===== src/rtl/exc_pkg.sv =====
package exc_pkg;

    typedef enum logic [0:0] {
        ST_OPEN    = 1'b0,
        ST_BLOCKED = 1'b1
    } ctl_state_e;

    typedef enum logic [2:0] {
        DEC_IDLE,
        DEC_TAKE_GEN,
        DEC_TAKE_IRQ,
        DEC_ESCALATE,
        DEC_RETURN,
        DEC_UNBLOCK,
        DEC_BLOCK
    } decision_e;

endpackage


===== src/rtl/exc_irq_decode.sv =====
module exc_irq_decode #(
    parameter int                LVL_W      = 4,
    parameter int                CODE_W     = 12,
    parameter logic [CODE_W-1:0] CODE_BASE  = 12'h200,
    parameter int                STEP_SHIFT = 5
) (
    input  logic [LVL_W-1:0]  level,
    output logic              req_valid,
    output logic [CODE_W-1:0] req_code
);
    localparam logic [LVL_W-1:0] LVL_NONE = {LVL_W{1'b1}};

    logic [CODE_W-1:0] lvl_ext;

    always_comb begin
        lvl_ext   = CODE_W'(level);
        req_valid = (level != LVL_NONE);
        req_code  = CODE_BASE + (lvl_ext << STEP_SHIFT);
    end
endmodule


===== src/rtl/exc_arbiter.sv =====
module exc_arbiter
    import exc_pkg::*;
(
    input  ctl_state_e state,
    input  logic       gexc_req,
    input  logic       rte_req,
    input  logic       irq_valid,
    input  logic       bl_wr_en,
    input  logic       bl_wr_val,
    output decision_e  decision
);
    always_comb begin
        decision = DEC_IDLE;
        unique case (state)
            ST_OPEN: begin
                if (gexc_req)
                    decision = DEC_TAKE_GEN;
                else if (rte_req)
                    decision = DEC_RETURN;
                else if (irq_valid)
                    decision = DEC_TAKE_IRQ;
                else if (bl_wr_en && bl_wr_val)
                    decision = DEC_BLOCK;
            end
            ST_BLOCKED: begin
                if (gexc_req)
                    decision = DEC_ESCALATE;
                else if (rte_req)
                    decision = DEC_RETURN;
                else if (bl_wr_en && !bl_wr_val)
                    decision = DEC_UNBLOCK;
            end
            default: decision = DEC_IDLE;
        endcase
    end
endmodule


===== src/rtl/exc_context.sv =====
module exc_context #(
    parameter int PC_W = 32,
    parameter int SR_W = 32
) (
    input  logic            clk,
    input  logic            rst_n,
    input  logic            capture,
    input  logic            clear,
    input  logic [PC_W-1:0] pc_in,
    input  logic [SR_W-1:0] sr_in,
    output logic [PC_W-1:0] saved_pc,
    output logic [SR_W-1:0] saved_sr
);
    always_ff @(posedge clk or negedge rst_n) begin
        if (!rst_n) begin
            saved_pc <= '0;
            saved_sr <= '0;
        end else if (clear) begin
            saved_pc <= '0;
            saved_sr <= '0;
        end else if (capture) begin
            saved_pc <= pc_in;
            saved_sr <= sr_in;
        end
    end

    assert_clear_wins_R6: assert property (@(posedge clk) disable iff (!rst_n)
        clear |=> (saved_pc == '0 && saved_sr == '0));

    assert_capture_loads_R4: assert property (@(posedge clk) disable iff (!rst_n)
        (capture && !clear) |=> (saved_pc == $past(pc_in) && saved_sr == $past(sr_in)));

    assert_no_stray_change_R10: assert property (@(posedge clk) disable iff (!rst_n)
        (!capture && !clear) |=> ($stable(saved_pc) && $stable(saved_sr)));
endmodule


===== src/rtl/exc_entry_ctrl.sv =====
module exc_entry_ctrl
    import exc_pkg::*;
#(
    parameter int                PC_W           = 32,
    parameter int                SR_W           = 32,
    parameter int                LVL_W          = 4,
    parameter int                CODE_W         = 12,
    parameter int                BL_BIT         = 28,
    parameter logic [CODE_W-1:0] IRQ_CODE_BASE  = 12'h200,
    parameter int                IRQ_CODE_SHIFT = 5,
    parameter logic [PC_W-1:0]   RESET_PC       = 32'hA000_0000,
    parameter logic [PC_W-1:0]   VEC_BASE       = 32'h8000_0000,
    parameter logic [PC_W-1:0]   GEN_OFS        = 32'h0000_0100,
    parameter logic [PC_W-1:0]   IRQ_OFS        = 32'h0000_0600
) (
    input  logic              clk,
    input  logic              rst_n,
    input  logic [LVL_W-1:0]  irq_level,
    input  logic              gexc_req,
    input  logic [CODE_W-1:0] gexc_code,
    input  logic              rte_req,
    input  logic              bl_wr_en,
    input  logic              bl_wr_val,
    input  logic [PC_W-1:0]   cur_pc,
    input  logic [SR_W-1:0]   cur_sr,
    output logic              bl,
    output logic [CODE_W-1:0] exc_code,
    output logic              redirect_valid,
    output logic [PC_W-1:0]   redirect_pc,
    output logic              reinit_pulse,
    output logic              sr_load_valid,
    output logic [SR_W-1:0]   sr_load_val,
    output logic [PC_W-1:0]   saved_pc,
    output logic [SR_W-1:0]   saved_sr
);
    localparam logic [PC_W-1:0] GEN_TARGET = VEC_BASE + GEN_OFS;
    localparam logic [PC_W-1:0] IRQ_TARGET = VEC_BASE + IRQ_OFS;

    ctl_state_e        state_q, state_d;
    decision_e         decision;
    logic              irq_valid;
    logic [CODE_W-1:0] irq_code;
    logic [SR_W-1:0]   cap_sr;
    logic              ctx_capture;
    logic              ctx_clear;

    exc_irq_decode #(
        .LVL_W     (LVL_W),
        .CODE_W    (CODE_W),
        .CODE_BASE (IRQ_CODE_BASE),
        .STEP_SHIFT(IRQ_CODE_SHIFT)
    ) u_irq_decode (
        .level    (irq_level),
        .req_valid(irq_valid),
        .req_code (irq_code)
    );

    exc_arbiter u_arbiter (
        .state    (state_q),
        .gexc_req (gexc_req),
        .rte_req  (rte_req),
        .irq_valid(irq_valid),
        .bl_wr_en (bl_wr_en),
        .bl_wr_val(bl_wr_val),
        .decision (decision)
    );

    always_comb begin
        cap_sr         = cur_sr;
        cap_sr[BL_BIT] = 1'b0;
        ctx_capture    = (decision == DEC_TAKE_GEN) || (decision == DEC_TAKE_IRQ);
        ctx_clear      = (decision == DEC_ESCALATE);
    end

    exc_context #(
        .PC_W(PC_W),
        .SR_W(SR_W)
    ) u_context (
        .clk     (clk),
        .rst_n   (rst_n),
        .capture (ctx_capture),
        .clear   (ctx_clear),
        .pc_in   (cur_pc),
        .sr_in   (cap_sr),
        .saved_pc(saved_pc),
        .saved_sr(saved_sr)
    );

    // next-state logic
    always_comb begin
        state_d = state_q;
        unique case (decision)
            DEC_TAKE_GEN, DEC_TAKE_IRQ, DEC_ESCALATE, DEC_BLOCK:
                state_d = ST_BLOCKED;
            DEC_UNBLOCK:
                state_d = ST_OPEN;
            DEC_RETURN:
                state_d = saved_sr[BL_BIT] ? ST_BLOCKED : ST_OPEN;
            DEC_IDLE:
                state_d = state_q;
            default:
                state_d = state_q;
        endcase
    end

    // state register
    always_ff @(posedge clk or negedge rst_n) begin
        if (!rst_n) state_q <= ST_BLOCKED;
        else        state_q <= state_d;
    end

    assign bl = (state_q == ST_BLOCKED);

    // registered outputs
    always_ff @(posedge clk or negedge rst_n) begin
        if (!rst_n) begin
            exc_code       <= '0;
            redirect_valid <= 1'b0;
            redirect_pc    <= '0;
            reinit_pulse   <= 1'b0;
            sr_load_valid  <= 1'b0;
            sr_load_val    <= '0;
        end else begin
            redirect_valid <= 1'b0;
            reinit_pulse   <= 1'b0;
            sr_load_valid  <= 1'b0;
            unique case (decision)
                DEC_TAKE_GEN: begin
                    exc_code       <= gexc_code;
                    redirect_valid <= 1'b1;
                    redirect_pc    <= GEN_TARGET;
                end
                DEC_TAKE_IRQ: begin
                    exc_code       <= irq_code;
                    redirect_valid <= 1'b1;
                    redirect_pc    <= IRQ_TARGET;
                end
                DEC_ESCALATE: begin
                    exc_code       <= '0;
                    redirect_valid <= 1'b1;
                    redirect_pc    <= RESET_PC;
                    reinit_pulse   <= 1'b1;
                end
                DEC_RETURN: begin
                    redirect_valid <= 1'b1;
                    redirect_pc    <= saved_pc;
                    sr_load_valid  <= 1'b1;
                    sr_load_val    <= saved_sr;
                end
                DEC_IDLE, DEC_UNBLOCK, DEC_BLOCK: begin
                end
                default: begin
                end
            endcase
        end
    end

    assert_blocked_holds_irq_R3: assert property (@(posedge clk) disable iff (!rst_n)
        (bl && !gexc_req && !rte_req) |=> !redirect_valid);

    assert_irq_none_ignored_R2: assert property (@(posedge clk) disable iff (!rst_n)
        (!gexc_req && !rte_req && irq_level == {LVL_W{1'b1}}) |=> !redirect_valid);

    assert_accept_sets_bl_R4: assert property (@(posedge clk) disable iff (!rst_n)
        (!bl && gexc_req) |=> (bl && saved_pc == $past(cur_pc)));

    assert_gexc_over_irq_R5: assert property (@(posedge clk) disable iff (!rst_n)
        (!bl && gexc_req) |=> (exc_code == $past(gexc_code) && redirect_pc == GEN_TARGET));

    assert_escalate_R6: assert property (@(posedge clk) disable iff (!rst_n)
        (bl && gexc_req) |=> (reinit_pulse && bl && redirect_pc == RESET_PC && exc_code == '0));

    assert_return_restore_R7: assert property (@(posedge clk) disable iff (!rst_n)
        (rte_req && !gexc_req) |=> (sr_load_valid && redirect_pc == $past(saved_pc)
                                    && sr_load_val == $past(saved_sr)));

    assert_code_stable_R10: assert property (@(posedge clk) disable iff (!rst_n)
        (!gexc_req && (bl || !irq_valid || rte_req)) |=> $stable(exc_code));

    assert_redirect_pulse_R12: assert property (@(posedge clk) disable iff (!rst_n)
        redirect_valid |=> (!redirect_valid || $past(gexc_req || rte_req || irq_valid)));
endmodule


===== config.mk =====
export PLATFORM = sky130hd
export DESIGN_NAME = exc_entry_ctrl
export DESIGN_NICKNAME = d
export VERILOG_FILES = /design/src/rtl/exc_pkg.sv /design/src/rtl/exc_irq_decode.sv /design/src/rtl/exc_arbiter.sv /design/src/rtl/exc_context.sv /design/src/rtl/exc_entry_ctrl.sv
export SDC_FILE = /design/constraint.sdc
export NUM_CORES = 1
export LEC_CHECK = 0
export ABC_AREA = 1
export BUFFER_PORTS_ARGS = -buffer_cell sky130_fd_sc_hd__buf_2
export CAP_MARGIN = 20
export CORE_MARGIN = 2
export CORE_UTILIZATION = 48
export CTS_CLUSTER_SIZE = 10
export DETAILED_ROUTE_END_ITERATION = 12
export PLACE_DENSITY = 0.8
export SYNTH_ARGS = -nofsm -noshare
export SYNTH_HDL_FRONTEND = slang
export SYNTH_SLANG_ARGS = --single-unit

===== constraint.sdc =====
create_clock -name clk -period 2.45 [get_ports clk]
set_input_delay 0.1225 -clock clk [delete_from_list [all_inputs] [get_ports clk]]
set_output_delay 0.1225 -clock clk [all_outputs]
set_load 0.05 [all_outputs]

==> results.md, run 1 <==
- Outcome: finished clean
- Sw frac: 39.3%
- Leakage power: 0.00452 uW
- CP Capture Type: flip-flop
- Placer congestion estimate: 0.856
- I/O pin count: 230
- Grt total ovfl: 0
- CP Class: flip-flop to flip-flop
- Critical Path Start: bl
- Buffers added on ports: 226
- Via count: 5323
- Synth top area share: 62.6%
- Mapped Avg Cell Area: 9.19 um2
- Worst VDD drop: 0.823 mV
- Max Slew Vio Count: 0
- Area of the die: 0.0126 mm2
- Asr flop ratio synth: 100%
- Longest Clk Path Bufs: 2
- Core outline area: 0.0114 mm2
- Final ANT Viol Nets: 0
- Fillers: 771
- Antenna diode count: 0
- Iteration-0 DRC count of the detailed router: 453
- Dpl ws: 471 ps
- CTS tree: done
- Final HPWL DP: 9740 um
- Clock power share: 32.6%
- Net Switching: 3250 uW
- Crit Reg-Reg Endpoint: sr_load_val[11]
- # setup viols final: 0
- Num CTS Buffers: 17
- Most frequent CP cell: nand2_2
- Sequential cell area fraction in the yosys report: 63.1%
- First-pass GRT wire length: 26500 um
- Post-cts gate resize count: 0
- Crit path max fanout: 28
- Worst reg2reg setup slack: 400 ps
- # H-tree levels: 4
- Total track usage: 26.5%
- Final WS setup: 404 ps
- CP required: 2750 ps
- Worst path slowest cell: dfstp_2
- Final #Nets: 994
- Antenna violations before repair: 0
- Worst-Margin Slew: 724 ps
- Startpoint Class: flip-flop
- Synth Cell Area: 0.00564 mm2
- Row count: 39
- Synthesized flop and latch total: 142
- Drt wl/cell: 15.2 um
- Hold Fails Final Rpt: 0
- Combinational Power Share: 31.7%
- Power Internal: 5030 uW
- Clock latency on the worst-skew pair: 410 ps
- HP Class: input pin to flip-flop
- Rel. slew slack: 51.6%
- Syn. warnings: 0
- Post-synthesis cell type count: 23
- Routed WL: 16200 um
- HP Start: gexc_code[6]
- Initial core utilization: 49.4%
- Min Clock Period, post-route: 2050 ps
- Die height: 112 um
- Critical path arrival: 2340 ps
- Clock Skew: 6.05 ps
- Fmax: 489 MHz
- Largest net degree at the start of global routing: 80
- Vias per cell: 5.00
- Post-route DRC violation count: 0
- RSZ-0062 raised after global routing: false
- Cell depth of the worst flop-to-flop path: 9
- Clock-pin slew on the worst setup and hold paths: 60 ps
- Area contributors post-synth: dfrtp_1 (63%), nand2_1 (13%), o21ai_0 (8.2%)
- Layout cells sized above 1: 30.3%
- Top-count cell post-synth: nand2_1
- Post-synth EDFFs: 0
- Mapped Cells: 613
- Flop pwr share: 35.7%
- MaxCap Viol Count: 0
- Synth top cells by count: nand2_1 (201), dfrtp_1 (141), o21ai_0 (92), inv_1 (50), nand3_1 (46)
- CP peak stage delay: 580 ps
- Die X: 112 um
- Main synth FF type: dfrtp_1
- Critical R2R Launch: bl
- First-pass DRT Iterations: 5
- Final TNS setup: 0 ps
- Number of global-route vias before repair: 5384
- Tcrit/Tclk final: 83.5%
- Area growth, synth to finish: 46.7%
- Worst setup path endpoint: sr_load_val[11]
- Power Density: 1000 mW/mm2
- Yosys top cell by area: dfrtp_1
- Hold Path Stages: 3
- CTS Sinks: 142
- Cell chosen for the clock root: clkbuf_16
- Crit-path cells: inv_2, nor2_1, a21oi_1, nand2_2, inv_1, nand2_2, buf_4, nand2_1, o21ai_0
==> per-layer routing <==
layer,vias to the layer above,routed length (um),track usage (%)
met3,37,1340,8.32
li1,2527,-,-
met2,252,7910,44.1
met4,0,391,9.51
met1,2507,6560,32.9
met5,-,0,0
==> cell usage in the layout, fill, tap and decap left out <==
cell type	n
buf_4	5
inv_4	1
nor2_8	1
clkinv_2	1
clkinv_4	3
nand2_4	2
dfrtp_1	141
inv_6	1
clkbuf_16	17
inv_1	50
nand2_1	199
a21oi_1	8
nor2_2	1
bufinv_16	4
o21ai_1	9
clkinvlp_4	4
dfstp_2	1
nor2_4	1
nand2_2	4
buf_12	5
inv_2	2
dlygate4sd3_1	75
clkbuf_1	2
nand3_1	46
o21ai_0	92
conb_1	2
buf_2	225
buf_6	1
nor2_1	18
==> sequential cells by signal (all words and copies together), names as in the netlist <==
signal	cells
redirect_pc	32
u_context.saved_pc	32
sr_load_val	31
u_context.saved_sr	31
exc_code	12
bl	1
redirect_valid	1
reinit_pulse	1
sr_load_valid	1
==> worst min-delay path by stage <==
stage	to	slack (ps)
6_report	exc_code[6]	7
5_1_grt	exc_code[6]	7
4_1_cts	exc_code[6]	8
3_5_place_dp	sr_load_val[18]	130
3_3_place_gp	sr_load_val[18]	130
2_1_floorplan	exc_code[0]	-170
==> stage by stage <==
step / instance area (um2) / std cells / hold slack [ps] / total power, uW / utilization, %
after floorplan: 5640 / 614 / -173 / 4800 / -
after global placement: 6890 / 957 / 127 / 5450 / 60.4
after detailed placement: 6890 / 957 / 129 / 5490 / 60.4
after CTS: 8270 / 1064 / 8.17 / 8300 / 72.4
after global routing: 8270 / 1064 / 7.29 / 8650 / 72.4
final: 8270 / 1064 / 6.60 / 8280 / 72.4
==> area by class of cell <==
class	instances	area, um2	share of cell area (%)
flip-flops and latches	142	3550	43.0
clock buffers	19	433	5.24
well taps	143	179	2.16
repair buffers	311	2030	24.5
inverters	53	201	2.44
multi-input cells	383	1680	20.4
clock inverters	13	190	2.30
==> power groups by stage <==
stage	clock network (uW)	registers, uW	logic, uW
finish	2700	2960	2630
global route	2870	3000	2780
CTS	2750	2940	2610
detailed placement	0	2980	2510
global placement	0	2970	2480
floorplan	0	4320	479
==> worst max-delay path, delay by kind of cell (launching register included) <==
kind | cells | cell delay [ps]
buffers and inverters | 3 | 420
AOI/OAI and AO/OA | 2 | 210
DFF | 1 | 580
and+or+nand+nor | 4 | 720
==> what timing repair did <==
item                                   in CTS  in global routing
buffers inserted                            0                  0
endpoints found under the hold margin     131                  0
hold buffers                               75                  0
==> kinds of logic after synthesis <==
family / share of synthesized area, %
compound gates: 9.68
simple gates: 20.0
buf+inv: 7.22
other cells: 0.0665
flops: 63.1
(Power assumes the default switching activity.)
==> run 2, diff against run 1 <==
- CORE_UTILIZATION: 48 -> 43
- PLACE_DENSITY: 0.8 -> 0.75
- clock period: 2.45 -> 1.7 ns (I/O delays scaled with it)
==> run 2 against run 1 <==
Effect of this change:
- core utilization shrank 4.6 points
- sequential cell count is the same
- first-iteration DRC count shrank 24%
- register-to-register slack lost 350 ps
- via count grew 1.0%
- wire length grew 6.5%
- clock-buffer cell count grew 3
- hold slack gained 53 ps
- critical endpoint is now redirect_pc[23]
- largest power group unchanged
==> results.md, run 2 (same netlist as run 1, synthesis figures left out) <==
- Number of global-route vias before repair: 5210 (was 5384)
- Die height: 118 um (was 112 um)
- Iteration-0 DRC count of the detailed router: 343 (was 453)
- CP peak stage delay: 570 ps (was 580 ps)
- Antenna violations before repair: 0 (unchanged)
- # H-tree levels: 4 (unchanged)
- Largest net degree at the start of global routing: 60 (was 80)
- Max Slew Vio Count: 0 (unchanged)
- Hold Fails Final Rpt: 0 (unchanged)
- Clock Skew: 6.78 ps (was 6.05 ps)
- Layout cells sized above 1: 32.0% (was 30.3%)
- Num CTS Buffers: 17 (unchanged)
- Tcrit/Tclk final: 96.9% (was 83.5%)
- Critical path arrival: 1950 ps (was 2340 ps)
- First-pass GRT wire length: 26300 um (was 26500 um)
- MaxCap Viol Count: 0 (unchanged)
- Cell chosen for the clock root: clkbuf_16 (unchanged)
- RSZ-0062 raised after global routing: true (was false)
- Area occupied by multi-input gates: 0.00173 mm2 (was 0.00168 mm2)
- CP Capture Type: flip-flop (unchanged)
- Power Density: 1410 mW/mm2 (was 1000 mW/mm2)
- Outcome: finished clean (unchanged)
- Vias per cell: 4.83 (was 5.00)
- Area growth, synth to finish: 53.1% (was 46.7%)
- Grt total ovfl: 0 (unchanged)
- Final #Nets: 1014 (was 994)
- Min Clock Period, post-route: 1650 ps (was 2050 ps)
- FF/Latch Area: 0.00355 mm2 (unchanged)
- Routed WL: 17200 um (was 16200 um)
- Longest Clk Path Bufs: 2 (unchanged)
- Final ANT Viol Nets: 0 (unchanged)
- CTS tree: done (unchanged)
- Initial core utilization: 44.3% (was 49.4%)
- Row count: 41 (was 39)
- CP Class: flip-flop to flip-flop (unchanged)
- Via count: 5377 (was 5323)
- I/O pin count: 230 (unchanged)
- CP required: 2000 ps (was 2750 ps)
- Core outline area: 0.0127 mm2 (was 0.0114 mm2)
- Clock latency on the worst-skew pair: 410 ps (about the same)
- Leakage power: 0.00469 uW (was 0.00452 uW)
- # setup viols final: 0 (unchanged)
- Total track usage: 23.6% (was 26.5%)
- Startpoint Class: flip-flop (unchanged)
- Biggest regs: redirect_pc (32), u_context.saved_pc (32) (unchanged)
- Antenna diode count: 0 (unchanged)
- Overall power: 12200 uW (was 8280 uW)
- Hold_ws: 59.7 ps (was 6.60 ps)
- Fillers: 980 (was 771)
- Fmax: 607 MHz (was 489 MHz)
- CTS Sinks: 142 (unchanged)
- Worst path slowest cell: dfstp_2 (unchanged)
- Most frequent cells in the layout: buf_2 (225), nand2_1 (199), dfrtp_1 (141) (unchanged)
- Final HPWL DP: 10300 um (was 9740 um)
- Placer congestion estimate: 0.807 (was 0.856)
- Commonest non-fill, non-tap cell in the layout: buf_2 (unchanged)
- First-pass DRT Iterations: 5 (unchanged)
- Clock-pin slew on the worst setup and hold paths: 60 ps (about the same)
- Die X: 118 um (was 112 um)
- Area of the die: 0.0140 mm2 (was 0.0126 mm2)
- Worst VDD drop: 0.823 mV (about the same)
- HP Class: input pin to flip-flop (unchanged)
- Post-route DRC violation count: 0 (unchanged)
- Crit path max fanout: 12 (was 28)
- Drt wl/cell: 15.5 um (was 15.2 um)
- Crit-path cells: inv_2, nand3_2, inv_2, nand2_4, nand2_4, nor2_4, buf_6, nor2_4, buf_12, nand2_1, nand2_1 (was inv_2, nor2_1, a21oi_1, nand2_2, inv_1, nand2_2, buf_4, nand2_1, o21ai_0)
- Buffers added on ports: 226 (unchanged)
## run 2: routing by layer
metal	global-route usage, %	up-vias	wire [um]
li1	-	2573	-
met1	29.0	2556	7120
met2	39.8	227	8570
met3	6.47	21	1310
met4	8.93	0	242
met5	0	-	0
## run 2: path summary, 6_finish.rpt
kind                                 start  cells past startpoint               endpoint  slack (ps)
max reg2reg                             bl                     11        redirect_pc[23]          50
min reg2reg                redirect_pc[15]                      2        redirect_pc[15]         470
min                               bl_wr_en                      4                     bl          60
max                                     bl                     11        redirect_pc[23]          50
min in group asynchronous            rst_n                      2  u_context.saved_sr[9]         150
max in group asynchronous            rst_n                      3                     bl         900
## run 2: repair_timing
action	CTS	global route
hold buffers	77	0
hold endpoints to repair	217	0
pin swaps	0	5
gates resized for setup	1	9
setup endpoints to repair	35	105
setup buffers	0	6
gates cloned	0	4
## run 2: final cells by class
cell class	count	share of cell area (%)
clock inverters	10	1.84
clock buffers	22	5.61
inverters	53	2.45
flip-flops and latches	142	41.2
multi-input cells	385	20.0
repair buffers	329	26.4
well taps	172	2.49
## run 2: through the flow
| step | TNS (ps) | utilization (%) | area (um2) | setup slack [ps] | instances |
|---|---|---|---|---|---|
| 2_1_floorplan | -306 | - | 5680 | -17.7 | 614 |
| 3_3_place_gp | 0 | 55.4 | 7050 | 9.04 | 994 |
| 3_5_place_dp | -799 | 55.4 | 7050 | -66.2 | 994 |
| 4_1_cts | 0 | 66.5 | 8460 | 4.25 | 1103 |
| 5_1_grt | -864 | 67.8 | 8630 | -43.8 | 1113 |
| 6_report | 0 | 67.8 | 8630 | 52.3 | 1113 |
## run 2: critical path: cells and delay by family (launching register included)
family / cells / cell delay, ps
and+or+nand+nor: 7 / 560
buffers and inverters: 4 / 390
DFF: 1 / 570
## run 2: power by group
| group | internal, uW | switching, uW | leakage, uW | total [uW] |
|---|---|---|---|---|
| registers | 3930 | 338 | 0.00184 | 4270 |
| logic | 943 | 2980 | 0.00254 | 3920 |
| clock network | 2610 | 1370 | 0.000312 | 3980 |
==> run 3, diff against run 2 <==
- ABC_AREA: 1 -> not set
- PLACE_DENSITY: 0.75 -> 0.76
==> run 3 against run 2 <==
Effect of this change:
- synthesized cell count decreased by 43%
- clock skew decreased by 0.72 ps
- global-route usage decreased by 0.93 points
- largest power group unchanged
- design area decreased by 7.3%
- power decreased by 16%
- first-iteration DRC count increased by 22%
==> results.md, run 3 <==
- Outcome: finished clean (unchanged)
- Vias per cell: 5.36 (was 4.83)
- Max Slew Vio Count: 0 (unchanged)
- CTS Sinks: 142 (unchanged)
- Total track usage: 22.7% (was 23.6%)
- Post-synthesis cell type count: 36 (was 23)
- Mapped Avg Cell Area: 15.3 um2 (was 9.19 um2)
- Synth top area share: 66.6% (was 62.6%)
- Cell chosen for the clock root: clkbuf_16 (unchanged)
- Power Density: 1280 mW/mm2 (was 1410 mW/mm2)
- Die X: 115 um (was 118 um)
- Drt wl/cell: 18.1 um (was 15.5 um)
- Crit-path cells: dlygate4sd3_1, buf_2, clkinv_1, a21oi_4, buf_12, a22o_1 (was inv_2, nand3_2, inv_2, nand2_4, nand2_4, nor2_4, buf_6, nor2_4, buf_12, nand2_1, nand2_1)
- Synthesized flop and latch total: 142 (unchanged)
- MaxCap Viol Count: 0 (unchanged)
- Worst-Margin Slew: 594 ps
- Fmax: 656 MHz (was 607 MHz)
- CP Class: input pin to flip-flop (was flip-flop to flip-flop)
- Final #Nets: 738 (was 1014)
- Die height: 115 um (was 118 um)
- Initial core utilization: 44.1% (was 44.3%)
- Core outline area: 0.0120 mm2 (was 0.0127 mm2)
- Final TNS setup: 0 ps (unchanged)
- Placer congestion estimate: 0.883 (was 0.807)
- Tcrit/Tclk final: 89.7% (was 96.9%)
- Overall power: 10200 uW (was 12200 uW)
- Longest Clk Path Bufs: 2 (unchanged)
- I/O pin count: 230 (unchanged)
- Synth Cell Area: 0.00530 mm2 (was 0.00564 mm2)
- Final HPWL DP: 9050 um (was 10300 um)
- Postcts setup bufs: 0 (unchanged)
- Final WS setup: 176 ps (was 52.3 ps)
- Min Clock Period, post-route: 1520 ps (was 1650 ps)
- Iteration-0 DRC count of the detailed router: 418 (was 343)
- Syn. warnings: 0 (unchanged)
- Post-route DRC violation count: 0 (unchanged)
- Clock-pin slew on the worst setup and hold paths: 60 ps (about the same)
- Rel. slew slack: 60.2%
- Commonest non-fill, non-tap cell in the layout: buf_2 (unchanged)
- Worst path slowest cell: dlygate4sd3_1 (was dfstp_2)
- Largest net degree at the start of global routing: 54 (was 60)
- Clock latency on the worst-skew pair: 400 ps (was 410 ps)
- Top-count cell post-synth: dfrtp_1 (was nand2_1)
- CTS tree: done (unchanged)
- Layout cells sized above 1: 46.2% (was 32.0%)
- # setup viols final: 0 (unchanged)
- Asr flop ratio synth: 100% (unchanged)
- Clock Skew: 6.06 ps (was 6.78 ps)
- Via count: 4356 (was 5377)
- Synth top cells by count: dfrtp_1 (141), a22o_1 (97), mux2_2 (31), buf_2 (11) (was nand2_1 (201), dfrtp_1 (141), o21ai_0 (92), inv_1 (50), nand3_1 (46))
- # H-tree levels: 4 (unchanged)
- Startpoint Class: input pin (was flip-flop)
- Number of global-route vias before repair: 4620 (was 5210)
- Yosys top cell by area: dfrtp_1 (unchanged)
- Mapped Cells: 347 (was 613)
- Post-cts gate resize count: 0 (was 1)
- Final ANT Viol Nets: 0 (unchanged)
- Row count: 40 (was 41)
- Main synth FF type: dfrtp_1 (unchanged)
- Area growth, synth to finish: 51.0% (was 53.1%)
- First-pass GRT wire length: 23300 um (was 26300 um)
- Crit path max fanout: 36 (was 12)
- Buffers added on ports: 226 (unchanged)
- RSZ-0062 raised after global routing: false (was true)
- CP peak stage delay: 530 ps (was 570 ps)
- Antenna diode count: 0 (unchanged)
- Num CTS Buffers: 17 (unchanged)
- Grt total ovfl: 0 (unchanged)
- Sequential cell area fraction in the yosys report: 67.1% (was 63.1%)
- Critical path arrival: 1860 ps (was 1950 ps)
- Most frequent cells in the layout: buf_2 (225), dfrtp_1 (141), a22o_1 (97) (was buf_2 (225), nand2_1 (199), dfrtp_1 (141))
- Biggest regs: redirect_pc (32), u_context.saved_pc (32) (unchanged)
- CP required: 2040 ps (was 2000 ps)
- Leakage power: 0.00422 uW (was 0.00469 uW)
- Hold Fails Final Rpt: 0 (unchanged)
- CP Capture Type: flip-flop (unchanged)
- Dpl ws: 177 ps (was -66.2 ps)
- First-pass DRT Iterations: 6 (was 5)
- Routed WL: 14700 um (was 17200 um)
- Core occupancy in the finished layout: 66.6% (was 67.8%)
- HP Class: input pin to flip-flop (unchanged)
- Post-synth EDFFs: 0 (unchanged)
- Area of the die: 0.0132 mm2 (was 0.0140 mm2)
- Hold-fix buffers, CTS: 76 (was 77)
- Antenna violations before repair: 0 (unchanged)
- Area contributors post-synth: dfrtp_1 (67%), a22o_1 (16%), mux2_2 (6.6%) (was dfrtp_1 (63%), nand2_1 (13%), o21ai_0 (8.2%))
- Worst VDD drop: 0.720 mV (was 0.823 mV)
[run 3: cell count changes in the layout (fill, tap and decap cells not counted), moves of 5 or more]
cell,before,now
buf_4,11,3
o21ai_0,85,3
a22o_1,0,97
o211ai_1,0,8
inv_1,50,2
nand3_1,45,0
o21ai_1,16,0
a21oi_1,7,2
nand2_1,199,3
mux2_2,0,31
nor2_1,17,1
[run 3: final timing paths]
| path | cells past startpoint | endpoint | slack (ps) | start |
|---|---|---|---|---|
| max | 6 | u_context.saved_sr[23] | 180 | rte_req |
| min | 4 | bl | 40 | bl_wr_en |
| max reg2reg | 4 | redirect_pc[29] | 180 | bl |
| min reg2reg | 1 | exc_code[10] | 490 | exc_code[10] |
| max in group asynchronous | 3 | bl | 850 | rst_n |
| min in group asynchronous | 2 | u_context.saved_sr[21] | 190 | rst_n |
[run 3: power by group]
part / total [uW] / internal [uW] / switching (uW) / leakage [uW]
combinational: 2410 / 704 / 1700 / 0.00205
clock: 3900 / 2490 / 1410 / 0.000306
sequential: 3920 / 3700 / 213 / 0.00187
total: 10200 / 6900 / 3330 / 0.00422
[run 3: stage by stage]
step	area (um2)	cells	hold WS [ps]
2_1_floorplan	5300	348	-211
3_3_place_gp	6610	704	52.1
3_5_place_dp	6610	704	53.7
4_1_cts	8000	812	8.90
5_1_grt	8000	812	43.4
6_report	8000	812	41.3
[run 3: cell type report]
type,count,area [um2]
Tap cell,147,184
Sequential cell,142,3550
Inverter,5,18.8
Fill cell,854,4020
Clock inverter,14,190
Timing Repair Buffer,312,2060
Multi-Input combinational cell,174,1550
Clock buffer,18,439
[run 3: critical path, delay by kind of cell]
family                 cells  cell delay (ps)
buffers and inverters      4             1300
AOI/OAI and AO/OA          2              460
[run 3: kinds of logic (layout without fill, tap and decap cells)]
| kind of cell | count (synthesis) | after routing | share of synthesized area [%] |
|---|---|---|---|
| flops | 142 | 142 | 67.1 |
| compound gates | 127 | 127 | 20.7 |
| buf+inv | 32 | 349 | 3.95 |
| mux | 31 | 31 | 6.59 |
| simple gates | 14 | 14 | 1.54 |
| other cells | 1 | 2 | 0.0708 |
[run 3: routing by layer]
| metal | part of all wire [%] | vias to the layer above | routed length, um | GRT usage [%] |
|---|---|---|---|---|
| met4 | 3.0 | 0 | 442 | 11.1 |
| met3 | 5.5 | 38 | 805 | 4.96 |
| met1 | 41 | 2182 | 6010 | 27.4 |
| met2 | 51 | 198 | 7420 | 38.7 |
| li1 | - | 1938 | - | - |
| met5 | 0 | - | 0 | 0 |
